--- src/rtl/cal_pkg.sv ---
package cal_pkg;

  localparam logic [7:0] ADR_CTL  = 8'h14;
  localparam logic [7:0] ADR_SEC  = 8'h15;
  localparam logic [7:0] ADR_MIN  = 8'h16;
  localparam logic [7:0] ADR_HR   = 8'h17;
  localparam logic [7:0] ADR_DLO  = 8'h18;
  localparam logic [7:0] ADR_DHI  = 8'h19;
  localparam logic [7:0] ADR_AMIN = 8'h1A;
  localparam logic [7:0] ADR_AHR  = 8'h1B;
  localparam logic [7:0] ADR_ADLO = 8'h1C;
  localparam logic [7:0] ADR_ADHI = 8'h1D;

  localparam int CB_RUN  = 0;
  localparam int CB_IEN  = 1;
  localparam int CB_FLG  = 2;
  localparam int CB_MEN  = 3;
  localparam int CB_HEN  = 4;
  localparam int CB_DEN  = 5;
  localparam int CB_BUSY = 7;

  localparam int NUM_BCD = 3;

  typedef struct packed {
    logic den;
    logic hen;
    logic men;
    logic ien;
    logic run;
  } cal_ctl_t;

endpackage

--- src/rtl/cal_bcd_field.sv ---
module cal_bcd_field #(
  parameter logic [7:0] LIMIT = 8'h59
) (
  input  logic       clk,
  input  logic       rst_n,
  input  logic       inc,
  input  logic       ld,
  input  logic [7:0] ld_val,
  output logic [7:0] val,
  output logic [7:0] nxt,
  output logic       at_lim
);

  assign at_lim = (val == LIMIT);

  always_comb begin
    nxt = val;
    if (ld) begin
      nxt = ld_val;
    end else if (inc) begin
      if (at_lim)                nxt = 8'h00;
      else if (val[3:0] == 4'd9) nxt = {val[7:4] + 4'd1, 4'h0};
      else                       nxt = {val[7:4], val[3:0] + 4'd1};
    end
  end

  always_ff @(posedge clk or negedge rst_n) begin
    if (!rst_n) val <= 8'h00;
    else        val <= nxt;
  end

  // a field at its limit returns to zero on the advance
  a_r4_wrap_to_zero: assert property (@(posedge clk) disable iff (!rst_n)
    (inc && !ld && val == LIMIT) |=> (val == 8'h00));

  // with no advance and no load the field keeps its value
  a_r7_field_hold: assert property (@(posedge clk) disable iff (!rst_n)
    (!inc && !ld) |=> $stable(val));

endmodule

--- src/rtl/cal_day_count.sv ---
module cal_day_count #(
  parameter int DAY_W = 15
) (
  input  logic             clk,
  input  logic             rst_n,
  input  logic             inc,
  input  logic             ld_lo,
  input  logic             ld_hi,
  input  logic [7:0]       ld_byte,
  output logic [DAY_W-1:0] val,
  output logic [DAY_W-1:0] nxt
);

  localparam int HI_W = DAY_W - 8;

  always_comb begin
    nxt = val;
    if (ld_lo)      nxt = {val[DAY_W-1:8], ld_byte};
    else if (ld_hi) nxt = {ld_byte[HI_W-1:0], val[7:0]};
    else if (inc)   nxt = val + {{(DAY_W-1){1'b0}}, 1'b1};
  end

  always_ff @(posedge clk or negedge rst_n) begin
    if (!rst_n) val <= '0;
    else        val <= nxt;
  end

  // full count wraps to zero
  a_r6_day_wrap: assert property (@(posedge clk) disable iff (!rst_n)
    (inc && !ld_lo && !ld_hi && (&val)) |=> (val == '0));

  // no advance, no load, no change
  a_r7_day_hold: assert property (@(posedge clk) disable iff (!rst_n)
    (!inc && !ld_lo && !ld_hi) |=> $stable(val));

endmodule

--- src/rtl/cal_alarm.sv ---
module cal_alarm #(
  parameter int DAY_W = 15
) (
  input  logic             clk,
  input  logic             rst_n,
  input  logic             ld_min,
  input  logic             ld_hr,
  input  logic             ld_dlo,
  input  logic             ld_dhi,
  input  logic [7:0]       ld_byte,
  input  logic             men,
  input  logic             hen,
  input  logic             den,
  input  logic [7:0]       cur_min,
  input  logic [7:0]       cur_hr,
  input  logic [DAY_W-1:0] cur_day,
  input  logic [7:0]       nxt_min,
  input  logic [7:0]       nxt_hr,
  input  logic [DAY_W-1:0] nxt_day,
  input  logic             roll,
  input  logic             clr,
  output logic [7:0]       al_min,
  output logic [7:0]       al_hr,
  output logic [DAY_W-1:0] al_day,
  output logic             flag
);

  localparam int HI_W = DAY_W - 8;

  logic any_en, hit_now, hit_nxt, set_flag;

  always_ff @(posedge clk or negedge rst_n) begin
    if (!rst_n) begin
      al_min <= 8'h00;
      al_hr  <= 8'h00;
      al_day <= '0;
    end else begin
      if (ld_min) al_min <= ld_byte;
      if (ld_hr)  al_hr  <= ld_byte;
      if (ld_dlo) al_day[7:0] <= ld_byte;
      if (ld_dhi) al_day[DAY_W-1:8] <= ld_byte[HI_W-1:0];
    end
  end

  assign any_en  = men | hen | den;
  assign hit_now = (!men || cur_min == al_min) &&
                   (!hen || cur_hr  == al_hr)  &&
                   (!den || cur_day == al_day);
  assign hit_nxt = (!men || nxt_min == al_min) &&
                   (!hen || nxt_hr  == al_hr)  &&
                   (!den || nxt_day == al_day);
  assign set_flag = roll && any_en && hit_nxt && !hit_now;

  always_ff @(posedge clk or negedge rst_n) begin
    if (!rst_n)        flag <= 1'b0;
    else if (set_flag) flag <= 1'b1;
    else if (clr)      flag <= 1'b0;
  end

  // the flag only rises on a seconds rollover
  a_r10_rise_on_roll: assert property (@(posedge clk) disable iff (!rst_n)
    $rose(flag) |-> $past(roll));

  // a match that already held before the rollover sets nothing new
  a_r12_no_repeat: assert property (@(posedge clk) disable iff (!rst_n)
    (roll && hit_now && !clr) |=> (flag == $past(flag)));

  // without a clear request the flag is sticky
  a_r13_flag_sticky: assert property (@(posedge clk) disable iff (!rst_n)
    (flag && !clr) |=> flag);

endmodule

--- src/rtl/bcd_day_calendar.sv ---
module bcd_day_calendar #(
  parameter int DAY_W = 15
) (
  input  logic       clk,
  input  logic       rst_n,
  input  logic       tick,
  input  logic [7:0] reg_addr,
  input  logic [7:0] reg_wdata,
  input  logic       reg_we,
  output logic [7:0] reg_rdata,
  output logic       alarm_irq
);
  import cal_pkg::*;

  localparam int HI_W = DAY_W - 8;

  cal_ctl_t   ctl;
  logic       busy;
  logic       flag;

  // write hold stage
  logic       held_v;
  logic [7:0] held_a, held_d;
  logic       app_v;
  logic [7:0] app_a, app_d;

  // counter fields: 0 seconds, 1 minutes, 2 hours
  logic [7:0]       f_val [NUM_BCD];
  logic [7:0]       f_nxt [NUM_BCD];
  logic             f_lim [NUM_BCD];
  logic [NUM_BCD:0] carry;
  logic [DAY_W-1:0] day_val, day_nxt;
  logic [7:0]       al_min, al_hr;
  logic [DAY_W-1:0] al_day;
  logic [7:0]       day_hi_rd, al_hi_rd;

  assign busy = tick & ctl.run;

  // apply held write first; a live write is applied only outside busy
  assign app_v = !busy && (held_v || reg_we);
  assign app_a = held_v ? held_a : reg_addr;
  assign app_d = held_v ? held_d : reg_wdata;

  always_ff @(posedge clk or negedge rst_n) begin
    if (!rst_n) begin
      held_v <= 1'b0;
      held_a <= 8'h00;
      held_d <= 8'h00;
    end else if (reg_we && (busy || held_v)) begin
      held_v <= 1'b1;
      held_a <= reg_addr;
      held_d <= reg_wdata;
    end else if (!busy) begin
      held_v <= 1'b0;
    end
  end

  always_ff @(posedge clk or negedge rst_n) begin
    if (!rst_n) begin
      ctl <= '0;
    end else if (app_v && app_a == ADR_CTL) begin
      ctl.run <= app_d[CB_RUN];
      ctl.ien <= app_d[CB_IEN];
      ctl.men <= app_d[CB_MEN];
      ctl.hen <= app_d[CB_HEN];
      ctl.den <= app_d[CB_DEN];
    end
  end

  assign carry[0] = busy;

  for (genvar g = 0; g < NUM_BCD; g++) begin : g_fld
    localparam logic [7:0] LIM = (g == NUM_BCD - 1) ? 8'h23 : 8'h59;
    logic ld;
    assign ld = app_v && (app_a == ADR_SEC + 8'(g));
    cal_bcd_field #(.LIMIT(LIM)) u_fld (
      .clk    (clk),
      .rst_n  (rst_n),
      .inc    (carry[g]),
      .ld     (ld),
      .ld_val (app_d),
      .val    (f_val[g]),
      .nxt    (f_nxt[g]),
      .at_lim (f_lim[g])
    );
    assign carry[g+1] = carry[g] && f_lim[g];
  end

  cal_day_count #(.DAY_W(DAY_W)) u_day (
    .clk     (clk),
    .rst_n   (rst_n),
    .inc     (carry[NUM_BCD]),
    .ld_lo   (app_v && app_a == ADR_DLO),
    .ld_hi   (app_v && app_a == ADR_DHI),
    .ld_byte (app_d),
    .val     (day_val),
    .nxt     (day_nxt)
  );

  cal_alarm #(.DAY_W(DAY_W)) u_alarm (
    .clk     (clk),
    .rst_n   (rst_n),
    .ld_min  (app_v && app_a == ADR_AMIN),
    .ld_hr   (app_v && app_a == ADR_AHR),
    .ld_dlo  (app_v && app_a == ADR_ADLO),
    .ld_dhi  (app_v && app_a == ADR_ADHI),
    .ld_byte (app_d),
    .men     (ctl.men),
    .hen     (ctl.hen),
    .den     (ctl.den),
    .cur_min (f_val[1]),
    .cur_hr  (f_val[2]),
    .cur_day (day_val),
    .nxt_min (f_nxt[1]),
    .nxt_hr  (f_nxt[2]),
    .nxt_day (day_nxt),
    .roll    (carry[1]),
    .clr     (app_v && app_a == ADR_CTL && app_d[CB_FLG]),
    .al_min  (al_min),
    .al_hr   (al_hr),
    .al_day  (al_day),
    .flag    (flag)
  );

  always_comb begin
    day_hi_rd = 8'h00;
    al_hi_rd  = 8'h00;
    day_hi_rd[HI_W-1:0] = day_val[DAY_W-1:8];
    al_hi_rd[HI_W-1:0]  = al_day[DAY_W-1:8];
  end

  always_comb begin
    case (reg_addr)
      ADR_CTL:  reg_rdata = {busy, 1'b0, ctl.den, ctl.hen, ctl.men,
                             flag, ctl.ien, ctl.run};
      ADR_SEC:  reg_rdata = f_val[0];
      ADR_MIN:  reg_rdata = f_val[1];
      ADR_HR:   reg_rdata = f_val[2];
      ADR_DLO:  reg_rdata = day_val[7:0];
      ADR_DHI:  reg_rdata = day_hi_rd;
      ADR_AMIN: reg_rdata = al_min;
      ADR_AHR:  reg_rdata = al_hr;
      ADR_ADLO: reg_rdata = al_day[7:0];
      ADR_ADHI: reg_rdata = al_hi_rd;
      default:  reg_rdata = 8'h00;
    endcase
  end

  assign alarm_irq = flag & ctl.ien;

  // a write seen in a busy cycle is parked for the next cycle
  a_r9_park_busy_write: assert property (@(posedge clk) disable iff (!rst_n)
    (reg_we && busy) |=> held_v);

  // seconds stay put while counting is off and nothing is written
  a_r7_stopped_seconds: assert property (@(posedge clk) disable iff (!rst_n)
    (!ctl.run && !app_v) |=> $stable(f_val[0]));

  // interrupt line never high without the sticky flag
  a_r14_irq_from_flag: assert property (@(posedge clk) disable iff (!rst_n)
    $rose(alarm_irq) |-> (flag && ctl.ien));

endmodule

--- config.mk ---
export PLATFORM = sky130hd
export DESIGN_NAME = bcd_day_calendar
export DESIGN_NICKNAME = d
export VERILOG_FILES = /design/src/rtl/cal_pkg.sv /design/src/rtl/cal_bcd_field.sv /design/src/rtl/cal_day_count.sv /design/src/rtl/cal_alarm.sv /design/src/rtl/bcd_day_calendar.sv
export SDC_FILE = /design/constraint.sdc
export NUM_CORES = 1
export LEC_CHECK = 0
export BUFFER_PORTS_ARGS = -buffer_cell sky130_fd_sc_hd__buf_2
export CAP_MARGIN = 20
export CORE_MARGIN = 2
export CORE_UTILIZATION = 35
export CTS_CLUSTER_SIZE = 8
export DETAILED_ROUTE_END_ITERATION = 8
export PLACE_DENSITY_LB_ADDON = 0.15
export SLEW_MARGIN = 0
export SYNTH_ARGS = -nofsm -noshare
export SYNTH_HDL_FRONTEND = slang
export SYNTH_HIERARCHICAL = 1
export SYNTH_SLANG_ARGS = --single-unit
--- constraint.sdc ---
create_clock -name clk -period 3.5 [get_ports clk]
set_clock_uncertainty 0.05 [all_clocks]
set_input_delay 0.7 -clock clk [delete_from_list [all_inputs] [get_ports clk]]
set_output_delay 0.7 -clock clk [all_outputs]
set_load 0.01 [all_outputs]
; ---- Yosys cells after proc, flatten, opt, wreduce, memory -nomap -nowiden
; Cells that the tools add are included.
[totals]
in_bits = 20
memories = 0
ramBits = 0
ff_bits = 93
mem_bits_ro = 0
latch_bits = 0
[classes]
bitwise = 4
addsub = 7
n_eq_ne = 33
shift = 0
mul = 0
order_cmp = 0
n_reduce_logical = 40
muxes = 22
div = 0
[op_table]
columns = operator, n
row1 = "equality test 8 x 5 -> 1 bit, second input constant", 20
row2 = 2-to-1 mux 8 bit, 14
row3 = case mux 8 bit (10 select lines), 1
row4 = 2-to-1 mux 15 bit, 3
row5 = equality test 8 bit, 4
row6 = equality test 15 bit, 2
row7 = "adder 4 x 1 -> 4 bit, second input constant", 6
row8 = logical AND 1 bit, 23
row9 = "equality test 8 x 7 -> 1 bit, second input constant", 2
row10 = "adder 15 x 1 -> 15 bit, second input constant", 1
row11 = "equality test 4 bit, second input constant", 3
row12 = "equality test 8 x 6 -> 1 bit, second input constant", 1
row13 = logical OR 1 bit, 8
row14 = zero test 1 bit, 5
row15 = 2-to-1 mux 1 bit, 4
row16 = nonzero test 2 bit, 2
row17 = nonzero test 3 bit, 1
row18 = AND 1 bit, 2
row19 = "!= test 2 x 1 -> 1 bit, second input constant", 1
row20 = OR 1 bit, 2
row21 = AND reduction 2 bit, 1

; ---- Logic depth before layout (Yosys ltp)
[depth]
depth_word = 13
ltp_mapped = 16
depth_no_buf = 16

; ---- Hierarchy
; The synthesis kept the hierarchy.
[modules_own_cells]
columns = module, cells_per_inst, seq_area_each_um2, n_inst, area_per_inst_um2
row1 = bcd_day_calendar, 225, 550.5, 1, 2024.4
row2 = cal_alarm, 156, 800.8, 1, 1875.5
row3 = cal_bcd_field (g_fld[0].u_fld ...), 54, 200.2, 2, 530.5
row4 = cal_day_count, 100, 375.4, 1, 874.6
row5 = cal_bcd_field (g_fld[2].u_fld), 50, 200.2, 1, 511.7

; ---- Worst setup path after synthesis
; OpenSTA, ideal clock, no wires.
[synth_timing]
kind = flip-flop to flip-flop
startpoint = register g_fld[2].u_fld.val[4]
endpoint = register u_alarm.flag
path_stages_with_launch = 16
period_less_slack_ns = 3.424
setup_time_ns = 0.095
path_buffers = 0
required_ns = 3.355
path_slack_ns = 0.076
arrival_time_ns = 3.278
cell_sequence = dfrtp_1 > inv_1 > ha_1 > or4b_4 > nor3b_1 > and3_1 > nand4_2 > nor3_1 > nand2_1 > mux2i_1 > a21oi_1 > xor2_1 > nor4_1 > nand4_1 > o31a_1 > o31ai_1
[synth_lines]
columns = item, line_no
row1 = start: declaration, cal_bcd_field.sv:9  ; output logic [7:0] val,
row2 = start signal: assignment, cal_bcd_field.sv:29  ; else val <= nxt;
row3 = end signal: assignment, cal_alarm.sv:55  ; if (!rst_n) flag <= 1'b0;
row4 = end signal: assignment, cal_alarm.sv:56  ; else if (set_flag) flag <= 1'b1;
row5 = end signal: assignment, cal_alarm.sv:57  ; else if (clr) flag <= 1'b0;
row6 = end: declaration, cal_alarm.sv:25  ; output logic flag

==> impl_metrics.csv <==
group,metric,value,unit
synthesis,synth_ff_type,"dfrtp_1",
synthesis,syn_inst,639,
placed_design,routabilityCongestion,0.8802,
worst_setup_path,start_kind,"flip-flop",
clocking,clkSlewWorstSetupHoldPaths,0.06,ns
sta,final.period_utilization,100.0,%
detailed_routing,via_per_inst,5.611,
synthesis,syn_nets,672,
power,p_per_area,395.1,nW/µm²
worst_setup_path,worstPathCellList,"inv_1 > ha_1 > or4b_4 > nor3b_2 > and3_4 > nand4_4 > buf_6 > nor2_4 > a41oi_1 > a41o_2 > a21oi_4 > xnor2_2 > nand4_1 > o31a_1 > o31ai_1",
finish,diodes,0,
synthesis,yosysWarnings,6,
power,ir_drop,232.4,µV
worst_setup_path,cp_num_buf_inv,2,
floorplanning,dieHeight,138.7,µm
worst_setup_path,worst_ep_arrival_time,3.71,ns
worst_setup_path,cp_slowest_stage_delay,0.47,ns
min_path,hp-class,"input pin to async pin",
floorplanning,start_util,35.46,%
synthesis,synth_seq_cells,93,
detailed_routing,wl_per_cell,21.36,µm
detailed_routing,drcViolationCount,0,
synthesis,synth.avg_cell_area,9.933,µm²
sta,setup-tns-final,-0.0004838,ns
global_route,antenna_found_initial,0,
detailed_routing,routed_wl,20360,µm
floorplanning,die_w,138.7,µm
job,cap_violations,0,
finish,drive_gt1_share,30.39,%
sta,fin_crit,3.500,ns
clocking,cts_buffer_depth,2,
worst_setup_path,critical_path_class,"flip-flop to flip-flop",
sta,max_freq,285.7,MHz
sta,worstMarginPinSlew,0.8854,ns
sta,relSlewSlack,40.97,%
detailed_routing,antenna_left,0,
clocking,h-tree-depth,3,
sta,slew_viol_final,0,
clocking,clock_latency,0.36,ns
clocking,numCtsBuffers,9,
sta,final_hold_viol_count,0,
sta,setup_violations,1,
clocking,cts_tree,"built",
detailed_routing,drt_first_pass_iters,5,
synthesis,synth_edf_count,0,
status,status,"finished with violations",
worst_setup_path,critPathRequiredTime,3.71,ns
power,leakagePower,3.561,nW
worst_setup_path,crit_fanout,5,
synthesis,synth_area_leaders,"dfrtp_1, mux2_2, xor2_1, xnor2_1, nand2_1",
synthesis,ys_seq_area_share,36.66,%
global_route,grt_overflow,0,
synthesis,synth_common_cells,"dfrtp_1, mux2_2, nand2_1",
finish,finalNetCount,752,
clocking,holdBufCountCts,0,
synthesis,netlist.area_leader.share,36.66,%
detailed_routing,vias,5347,
detailed_routing,drt_iter0_markers,419,
placed_design,io_buffers,28,
clocking,cts_root_buf,"clkbuf_16",
worst_setup_path,path_delay_family,"simple AND/OR/NAND/NOR gates",
clocking,cts_sinks,93,
synthesis,synth_cell_types,74,
global_route,grt_start_max_net_pins,48,
global_route,grt_pass1_vias,5529,
status,violations,"setup timing",
finish,area_growth,19.99,%
finish,nFillCells,1750,
sta,postLayoutSetupSlackWorst,-0.0004838,ns
synthesis,yosysMostFrequentCell,"dfrtp_1",
global_route,grt_pass1_wl,32050,µm
global_route,grtUsageTotal,21.51,%
floorplanning,rows,49,
synthesis,async_flop_share,100.0,%
synthesis,synth_largest_area_cell,"dfrtp_1",
worst_setup_path,cpMaxStageDelayCell,"or4b_4",
synthesis,synth.cell_area,6347,µm²
floorplanning,die_area,19230,µm²
sta,rsz0062_at_grt,"true",
finish,post-route-util,42.54,%
floorplanning,core,17900,µm²
placed_design,dp_hpwl,14730,µm
floorplanning,ios,29,
worst_setup_path,endpoint_kind,"flip-flop",
where the power goes:
group | leakage [nW] | total, mW | switching (mW) | internal [mW]
clock network | 0.153 | 1.06 | 0.433 | 0.623
logic | 2.16 | 0.631 | 0.329 | 0.302
registers | 1.25 | 1.32 | 0.125 | 1.20
total | 3.56 | 3.01 | 0.887 | 2.12
what timing repair did:
item                                    4_1_cts  5_1_grt
pin swaps                                     2       11
endpoints found under the setup margin        1        1
gates resized for setup                      11       13
setup buffers                                 0        0
hold endpoints to repair                      0        0
flip-flops by register name (all words and copies together) (netlist names):
signal / flops
u_alarm/flag: 1
u_alarm/al_day: 15
u_alarm/al_hr: 8
u_alarm/al_min: 8
held_v: 1
held_d: 8
u_day/val: 15
g_fld.u_fld/val: 24
held_a: 8
ctl: 5
placed cells by master (no fill, tap or decap), drive strengths merged, types with 8 or more instances in the layout:
cell type	instances
clkbuf	11
nand2	50
inv	15
o21ai	36
mux2i	14
buf	103
nand3b	15
a21oi	28
xor2	43
xnor2	34
ha	13
nand4	16
nor2	27
dfrtp	93
nand3	14
nor4	8
mux2	65
routing by layer:
| layer | routed length, µm | vias to the layer above | track usage (%) |
|---|---|---|---|
| li1 | - | 2506 | - |
| met1 | 9266 | 2640 | 28.87 |
| met2 | 9328 | 150 | 33.92 |
| met3 | 909 | 51 | 3.453 |
| met4 | 852 | 0 | 10.58 |
| met5 | 0 | - | 0 |
per-stage QoR:
step | setup WS, ns | std cells | instance area, µm² | hold WS (ns) | power [mW]
final | -0.0004838 | 953 | 7616 | 0.3100 | 3.009
after global routing | -0.1727 | 953 | 7616 | 0.3625 | 3.168
after CTS | 0.0007085 | 953 | 7550 | 0.3396 | 3.020
after detailed placement | -0.1664 | 937 | 7199 | 0.4403 | 1.958
after global placement | -0.1274 | 937 | 7199 | 0.4214 | 1.938
after floorplan | 0.07645 | 639 | 6347 | 0.3544 | 1.688
cell families (layout without fill, tap and decap cells):
kind of cell	Yosys count	in the layout	share of synthesized area, %
xor+xnor	77	77	10.62
flops	93	93	36.66
buf+inv	49	134	3.292
simple gates	193	193	18.41
compound gates	132	132	13.84
mux	81	81	14.45
fa+ha+maj	14	14	2.720
worst paths after layout:
| check | from | end | slack (ns) | depth (start not counted) |
|---|---|---|---|---|
| worst max-delay path | g_fld[2].u_fld/val[4]$_DFF_PN0_ | u_alarm/flag$_DFFE_PN0P_ | -0.0005 | 15 |
| worst min-delay path | rst_n | u_alarm/al_day[12]$_DFFE_PN0P_ | 0.31 | 1 |
| worst max register to register | g_fld[2].u_fld/val[4]$_DFF_PN0_ | u_alarm/flag$_DFFE_PN0P_ | -0.0005 | 15 |
| worst min register to register | held_a[4]$_DFFE_PN0P_ | held_a[4]$_DFFE_PN0P_ | 0.45 | 1 |
| max in group asynchronous | rst_n | u_alarm/al_min[4]$_DFFE_PN0P_ | 2.39 | 2 |
| min in group clk | held_a[4]$_DFFE_PN0P_ | held_a[4]$_DFFE_PN0P_ | 0.45 | 1 |
cell type report:
class | instances | area (µm²) | share of cell area (%)
clock buffers | 11 | 232.7 | 3.056
clock inverters | 5 | 75.07 | 0.9857
inverters | 15 | 56.30 | 0.7393
multi-input cells | 497 | 3916 | 51.42
flip-flops and latches | 93 | 2327 | 30.56
well taps | 229 | 286.5 | 3.762
repair buffers | 103 | 721.9 | 9.479
(Power assumes the default switching activity.)
